<file path="config.mk">
export PLATFORM = sky130hd
export DESIGN_NAME = phy_mgmt_regs
export DESIGN_NICKNAME = d
export VERILOG_FILES = /design/src/rtl/phy_mgmt_pkg.sv /design/src/rtl/phy_link_edge.sv /design/src/rtl/phy_reg_core.sv /design/src/rtl/phy_rd_port.sv /design/src/rtl/phy_mgmt_regs.sv
export SDC_FILE = /design/constraint.sdc
export NUM_CORES = 1
export LEC_CHECK = 0
export BUFFER_PORTS_ARGS = -buffer_cell sky130_fd_sc_hd__buf_2
export CORE_MARGIN = 4
export CORE_UTILIZATION = 53
export DETAILED_ROUTE_END_ITERATION = 6
export PLACE_DENSITY = 0.88
export SLEW_MARGIN = 0
export SYNTH_ARGS = -nofsm -noshare
export SYNTH_HDL_FRONTEND = slang
export SYNTH_SLANG_ARGS = --single-unit
</file>
<file path="constraint.sdc">
create_clock -name clk -period 1.8 [get_ports clk]
set_input_delay 0.18 -clock clk [delete_from_list [all_inputs] [get_ports clk]]
set_output_delay 0.18 -clock clk [all_outputs]
set_load 0.01 [all_outputs]
</file>
<file path="src/rtl/phy_mgmt_pkg.sv">
package phy_mgmt_pkg;
    localparam int DATA_W = 16;

    localparam logic [4:0] IDX_CTRL = 5'd0;
    localparam logic [4:0] IDX_STAT = 5'd1;
    localparam logic [4:0] IDX_IDH  = 5'd2;
    localparam logic [4:0] IDX_IDL  = 5'd3;
    localparam logic [4:0] IDX_ADV  = 5'd4;
    localparam logic [4:0] IDX_PART = 5'd5;

    localparam int CTRL_SOFT_RST_BIT = 15;

    localparam logic [DATA_W-1:0] CTRL_DEF    = 16'h3100;
    localparam logic [DATA_W-1:0] STAT_DEF    = 16'h7848;
    localparam logic [DATA_W-1:0] STAT_LINK   = 16'h0024;
    localparam logic [DATA_W-1:0] ADV_DEF     = 16'h01E1;
    localparam logic [DATA_W-1:0] PART_DOWN   = 16'h0080;
    localparam logic [DATA_W-1:0] PART_UP_SET = 16'h0161;

    typedef struct packed {
        logic [DATA_W-1:0] ctrl;
        logic [DATA_W-1:0] stat;
        logic [DATA_W-1:0] adv;
        logic [DATA_W-1:0] part;
    } mgmt_regs_t;

    localparam mgmt_regs_t REGS_DEF = '{ctrl: CTRL_DEF, stat: STAT_DEF,
                                        adv: ADV_DEF, part: PART_DOWN};

    function automatic mgmt_regs_t apply_link(mgmt_regs_t r, logic up);
        mgmt_regs_t o = r;
        if (up) begin
            o.stat = r.stat | STAT_LINK;
            o.part = r.part | PART_UP_SET;
        end else begin
            o.stat = r.stat & ~STAT_LINK;
            o.part = PART_DOWN;
        end
        return o;
    endfunction
endpackage

</file>
<file path="src/rtl/phy_link_edge.sv">
module phy_link_edge (
    input  logic clk,
    input  logic rst_n,
    input  logic link_in,
    output logic link_lvl,
    output logic link_chg
);
    typedef struct packed {
        logic smp;
        logic prev;
    } edge_st_t;

    edge_st_t st_d, st_q;

    always_comb begin
        st_d      = st_q;
        st_d.smp  = link_in;
        st_d.prev = st_q.smp;
    end

    always_ff @(posedge clk) begin
        if (!rst_n) st_q <= '0;
        else        st_q <= st_d;
    end

    assign link_lvl = st_q.smp;
    assign link_chg = st_q.smp ^ st_q.prev;

    // an input change is flagged one clock later
    p_edge_seen_r11: assert property (@(posedge clk) disable iff (!rst_n)
        (link_in != link_lvl) |=> link_chg);
endmodule

</file>
<file path="src/rtl/phy_reg_core.sv">
module phy_reg_core
    import phy_mgmt_pkg::*;
#(
    parameter int IDX_W = 5
) (
    input  logic              clk,
    input  logic              rst_n,
    input  logic              wr_en,
    input  logic [IDX_W-1:0]  wr_idx,
    input  logic [DATA_W-1:0] wr_data,
    input  logic              link_lvl,
    input  logic              link_chg,
    output mgmt_regs_t        regs_q
);
    mgmt_regs_t regs_d;
    logic       soft_rst;

    assign soft_rst = wr_en && (wr_idx == IDX_W'(IDX_CTRL))
                      && wr_data[CTRL_SOFT_RST_BIT];

    always_comb begin
        regs_d = regs_q;
        if (soft_rst) begin
            regs_d = apply_link(REGS_DEF, link_lvl);
        end else begin
            if (wr_en) begin
                if (wr_idx == IDX_W'(IDX_CTRL)) regs_d.ctrl = wr_data;
                if (wr_idx == IDX_W'(IDX_ADV))  regs_d.adv  = wr_data;
            end
            if (link_chg) regs_d = apply_link(regs_d, link_lvl);
        end
    end

    always_ff @(posedge clk) begin
        if (!rst_n) regs_q <= REGS_DEF;
        else        regs_q <= regs_d;
    end

    p_soft_rst_ctrl_r5: assert property (@(posedge clk) disable iff (!rst_n)
        soft_rst |=> (regs_q.ctrl == CTRL_DEF) && (regs_q.adv == ADV_DEF));

    p_link_up_r6: assert property (@(posedge clk) disable iff (!rst_n)
        (link_chg && link_lvl) |=> ((regs_q.stat & STAT_LINK) == STAT_LINK));

    p_link_down_r7: assert property (@(posedge clk) disable iff (!rst_n)
        (link_chg && !link_lvl) |=> (regs_q.part == PART_DOWN)
                                    && ((regs_q.stat & STAT_LINK) == '0));

    p_stat_hold_r8: assert property (@(posedge clk) disable iff (!rst_n)
        (!link_chg && !soft_rst) |=> $stable(regs_q.stat) && $stable(regs_q.part));
endmodule

</file>
<file path="src/rtl/phy_rd_port.sv">
module phy_rd_port
    import phy_mgmt_pkg::*;
#(
    parameter int                IDX_W = 5,
    parameter logic [DATA_W-1:0] ID_HI = 16'h0243,
    parameter logic [DATA_W-1:0] ID_LO = 16'h0C54
) (
    input  logic              clk,
    input  logic              rst_n,
    input  logic              rd_en,
    input  logic              addr_hit,
    input  logic [IDX_W-1:0]  rd_idx,
    input  mgmt_regs_t        regs,
    output logic [DATA_W-1:0] rd_data
);
    logic [DATA_W-1:0] rd_d, rd_q;
    logic [DATA_W-1:0] sel;

    always_comb begin
        case (rd_idx)
            IDX_W'(IDX_CTRL): sel = regs.ctrl;
            IDX_W'(IDX_STAT): sel = regs.stat;
            IDX_W'(IDX_IDH):  sel = ID_HI;
            IDX_W'(IDX_IDL):  sel = ID_LO;
            IDX_W'(IDX_ADV):  sel = regs.adv;
            IDX_W'(IDX_PART): sel = regs.part;
            default:          sel = '0;
        endcase
        rd_d = rd_q;
        if (rd_en) rd_d = addr_hit ? sel : '1;
    end

    always_ff @(posedge clk) begin
        if (!rst_n) rd_q <= '0;
        else        rd_q <= rd_d;
    end

    assign rd_data = rd_q;

    p_foreign_ones_r2: assert property (@(posedge clk) disable iff (!rst_n)
        (rd_en && !addr_hit) |=> (rd_data == '1));

    p_rd_hold_r3: assert property (@(posedge clk) disable iff (!rst_n)
        !rd_en |=> $stable(rd_data));
endmodule

</file>
<file path="src/rtl/phy_mgmt_regs.sv">
module phy_mgmt_regs
    import phy_mgmt_pkg::*;
#(
    parameter int                ADDR_W = 5,
    parameter int                IDX_W  = 5,
    parameter logic [DATA_W-1:0] ID_HI  = 16'h0243,
    parameter logic [DATA_W-1:0] ID_LO  = 16'h0C54
) (
    input  logic              clk,
    input  logic              rst_n,
    input  logic [ADDR_W-1:0] cfg_phy,
    input  logic [ADDR_W-1:0] acc_phy,
    input  logic [IDX_W-1:0]  acc_idx,
    input  logic [DATA_W-1:0] wr_data,
    input  logic              rd_stb,
    input  logic              wr_stb,
    input  logic              link_up,
    output logic [DATA_W-1:0] rd_data
);
    logic       hit;
    logic       link_lvl, link_chg;
    mgmt_regs_t regs;

    assign hit = (acc_phy == cfg_phy);

    phy_link_edge link_i (
        .clk      (clk),
        .rst_n    (rst_n),
        .link_in  (link_up),
        .link_lvl (link_lvl),
        .link_chg (link_chg)
    );

    phy_reg_core #(.IDX_W(IDX_W)) core_i (
        .clk      (clk),
        .rst_n    (rst_n),
        .wr_en    (wr_stb && hit),
        .wr_idx   (acc_idx),
        .wr_data  (wr_data),
        .link_lvl (link_lvl),
        .link_chg (link_chg),
        .regs_q   (regs)
    );

    phy_rd_port #(.IDX_W(IDX_W), .ID_HI(ID_HI), .ID_LO(ID_LO)) rd_i (
        .clk      (clk),
        .rst_n    (rst_n),
        .rd_en    (rd_stb),
        .addr_hit (hit),
        .rd_idx   (acc_idx),
        .regs     (regs),
        .rd_data  (rd_data)
    );

    p_foreign_wr_r2: assert property (@(posedge clk) disable iff (!rst_n)
        (wr_stb && !hit && !link_chg) |=> $stable(regs));
endmodule

</file>
==> results summary <==
The clock tree skew after final layout came out at 0.00604 ns. The worst setup path is captured at a flop. The number of endpoints with negative hold slack in the final report came out at 0.

The run finished with clean final reports. The most critical setup path has its startpoint at acc_idx[3]. The portion of netlist area occupied by mux cells came out at 0.481%.

The clock passes through at most 2 buffers. The total wire length came out at 6550 um. The final weighted congestion in routability-driven placement came out at 0.906. Once the clock tree was built, the resizer swapped 0 gates to a different size. The worst hold endpoint is link_i.link_lvl.

The number of vias after detailed routing is 2420. The top cell types in the final layout, fill and taps aside, are 53 x sky130_fd_sc_hd__dfxtp_1, 51 x sky130_fd_sc_hd__buf_2, 50 x sky130_fd_sc_hd__o21ai_0, 31 x sky130_fd_sc_hd__a21oi_1, 21 x sky130_fd_sc_hd__buf_4. The element type at the critical path start is an input pin. The analysis attributes to cell leakage a power of 1.04 nW. For the worst flop-to-flop path, the logic depth is 4. The worst register-to-register path begins at link_i.link_lvl. The tightest min-delay check is of the input pin to flop type.

The largest single stage delay on the critical path is 0.38 ns. The clock-pin slew of the registers on the worst-case setup and hold paths is 0.09 ns. Data on the critical path is required at its endpoint by 2.00 ns.

The endpoint identified for the worst register-to-register timing path is core_i.regs_q[6]. The signal on the critical path passes through buf_2 -> nor4_2 -> nand4_1 -> buf_4 -> o311a_1 -> a311o_1. The die footprint came out at 5540 um^2. The proportion of synthesized chip area in sequential cells came out at 45.3%. The length of the first detailed-routing pass in iterations is 5.

The arrival time of data at the critical path endpoint came out at 1.72 ns. The source of the worst hold timing path is link_up. The horizontal die dimension is 74.5 um. By startpoint and endpoint, the worst setup path is classified as input pin to flop. The initial utilization of the core area, before any placement, comes to 56.5%. The initial DRC count is 238. The count of buffer and inverter cells on the critical path came out at 2. The initial antenna violation count came to 0.

Synthesis inferred 53 register bits. The placed wire-length estimate is 4490 um. The total of max-cap violations is 0. Relative to the synthesized area, the layout overhead comes to 21.0%. The wire length of the first global-routing pass came out at 10200 um. The kind of cell with the highest combined delay along the critical path is compound AO/OA/AOI/OAI gates. The worst-case IR drop observed on VDD is 0.367 mV. The cts-stage hold buffer count is 0. At the pin with the least slew margin, the transition time is 0.524 ns. Based on the critical path, the design can be clocked at up to 0.660 GHz.

The library cell used most frequently in the layout, excluding fill and tap cells, is sky130_fd_sc_hd__dfxtp_1. For the worst-skew pair, the clock arrives at the later sink with an insertion delay of 0.31 ns. After floorplanning, the core was sized to cover 4140 um^2. The average vias per placed instance is 6.42. The number of global-route vias before repair is 2199. The total overflow reported by the global router came out at 0. After floorplanning, the core was divided into 23 placement rows. Clock tree synthesis selected as its root buffer the cell sky130_fd_sc_hd__clkbuf_8. The total nets after synthesis came out at 307. The remaining max-slew budget at the tightest pin is 64.7%. The fraction of synthesized cell area in xor and xnor cells came out at 1.87%. The setup slack after placement is -0.00632 ns. The count of pins on the block boundary came out at 52. The smallest clock period supported by the final layout is computed as 1.52 ns.

Cell internal power was estimated by the tool at 1.60 mW. In this run the worst path has a maximum fanout of 29. The gate count of the mapped netlist came out at 271. The number of buffers added by the clock tree synthesis step came out at 5. 0 antenna diodes ended up in the layout. Once detail routing completed, the nets flagged for antenna violations numbered 0. Yosys mapped the design onto 32 distinct sky130hd cell types.

The adder and majority gate portion of the synthesized area came out at 0%. The fraction of power spent switching nets came out at 27.0%. The final worst setup slack is 0.284 ns.

In this run the register-to-register setup slack is 0.60 ns. By area the synthesized netlist is led by sky130_fd_sc_hd__dfxtp_1 45%, sky130_fd_sc_hd__o21ai_0 11%, sky130_fd_sc_hd__a21oi_1 6.6%. Summed over all failing endpoints, the final setup total negative slack is 0 ns.

The total number of yosys warnings is 0. The share of total power dissipated in the clock network is 31.1%. The share of layout cells above drive strength 1 is 26.0%. In this run the biggest area consumer among cell types represents 45.3% of the synthesized area. The die is 74.5 um tall. The total setup violations reported at the end of the flow came out at 0. Setup repair after global routing left no endpoint under its margin. The number of slew-limit violations in the final report came to 0.

The biggest area contributor in the post-synthesis netlist is sky130_fd_sc_hd__dfxtp_1. The routed length per placed instance is 17.4 um. The part of the power in combinational logic is 13.2%. The worst hold path was traced through 2 stages.

The global routing usage summed across all routing layers is 24.1%. The simple logic cell fraction of the synthesized area is 19.7%. The minimum hold slack came out at 0.0760 ns. The pin count of the biggest net entering global routing is 48. The clock net sink count came out at 53. The quantity of I/O buffers inserted on ports came out at 51.

The power density over cell area came out at 772 nW/um^2. The level count of the clock H-tree came out at 2. The synthesized netlist devotes 27.9% of its cell area to compound gates. At the end of the flow, the number of nets in the layout was 362. By area, the combinational part of the netlist is dominated by compound AO/OA/AOI/OAI gates.

The sequential share of power came out at 55.7%. The synthesized cell area came out at 2340 um^2. TritonCTS built the clock tree. The number of buffers inserted by post-CTS setup repair is 0. Among all stages on the critical path, the largest delay is contributed by sky130_fd_sc_hd__nor4_2. The number of DRC violations after detailed routing came out at 0. The reported net switching power is 591 uW.

The post-route fraction of the period consumed by the critical path is 84.2%. In this run the mean area of a mapped cell was 8.64 um^2.
## metrics by stage
stage                     cells  power [mW]  utilization, %  area, um^2
final                       377        2.19            68.4        2830
after global routing        377        2.26            68.4        2830
after CTS                   377        2.18            68.4        2830
after detailed placement    369        1.53            66.2        2750
after global placement      369        1.52            66.2        2750
after floorplan             271        1.38               -        2340
## synthesized netlist by cell type
library cell	count
sky130_fd_sc_hd__a21oi_1	31
sky130_fd_sc_hd__a22oi_1	12
sky130_fd_sc_hd__a311o_1	1
sky130_fd_sc_hd__a31oi_1	14
sky130_fd_sc_hd__a41o_1	1
sky130_fd_sc_hd__a41oi_1	2
sky130_fd_sc_hd__and2_1	1
sky130_fd_sc_hd__and3_1	3
sky130_fd_sc_hd__buf_2	5
sky130_fd_sc_hd__clkbuf_1	20
sky130_fd_sc_hd__dfxtp_1	53
sky130_fd_sc_hd__inv_1	3
sky130_fd_sc_hd__mux2_2	1
sky130_fd_sc_hd__nand2_1	7
sky130_fd_sc_hd__nand2b_1	1
sky130_fd_sc_hd__nand3_1	11
sky130_fd_sc_hd__nand4_1	18
sky130_fd_sc_hd__nor2_1	3
sky130_fd_sc_hd__nor2b_1	1
sky130_fd_sc_hd__nor3_1	1
sky130_fd_sc_hd__nor3_2	2
sky130_fd_sc_hd__nor3b_1	1
sky130_fd_sc_hd__nor4_1	4
sky130_fd_sc_hd__nor4_2	1
sky130_fd_sc_hd__nor4b_2	1
sky130_fd_sc_hd__o21a_1	3
sky130_fd_sc_hd__o21ai_0	50
sky130_fd_sc_hd__o311a_1	1
sky130_fd_sc_hd__or2_0	1
sky130_fd_sc_hd__or3_1	1
sky130_fd_sc_hd__or4b_1	12
sky130_fd_sc_hd__xnor2_1	5
## worst reg2reg max path, stage by stage (launching register included)
cell,delay [ns]
sky130_fd_sc_hd__dfxtp_1,0.33
sky130_fd_sc_hd__nand2_1,0.09
sky130_fd_sc_hd__nand2_1,0.06
sky130_fd_sc_hd__o311a_1,0.31
sky130_fd_sc_hd__a311o_1,0.29
## registers in the layout, indices dropped and copies added, names as in the netlist
name	cells
link_i.st_q	1
link_i.link_lvl	1
rd_i.rd_data	16
core_i.regs_q	35
## layout make-up
type | count | area [um^2]
repair buffers | 73 | 433
multi-input cells | 190 | 1180
fillers | 348 | 1310
clock inverters | 2 | 15.0
well taps | 50 | 62.6
inverters | 3 | 11.3
clock buffers | 6 | 72.6
flip-flops and latches | 53 | 1060
## routing by layer
metal	track usage, %	wire [um]	part of all wire (%)
met1	33.3	2840	43
met2	37.2	3060	47
met3	4.86	546	8.3
met4	8.89	106	1.6
met5	0	0	0
## logic make-up (layout without fill, tap and decap cells)
kind of cell    Yosys count  in the layout
xor+xnor                  5              5
compound gates          115            115
flops                    53             53
buf+inv                  28             84
simple gates             69             69
mux                       1              1
## power by group through the flow
stage / Combinational, mW / Clock [mW] / Sequential (mW)
after floorplan: 0.124 / 0 / 1.26
after global placement: 0.275 / 0 / 1.24
after detailed placement: 0.284 / 0 / 1.25
after CTS: 0.285 / 0.678 / 1.22
after global routing: 0.311 / 0.725 / 1.22
final: 0.288 / 0.680 / 1.22
## worst max path at each step
stage	to	depth (start not counted)
after floorplan	core_i.regs_q[6]	6
after global placement	core_i.regs_q[6]	6
after detailed placement	core_i.regs_q[6]	6
after CTS	core_i.regs_q[6]	6
after global routing	core_i.regs_q[48]	6
final	core_i.regs_q[6]	6
(Power assumes the default switching activity.)
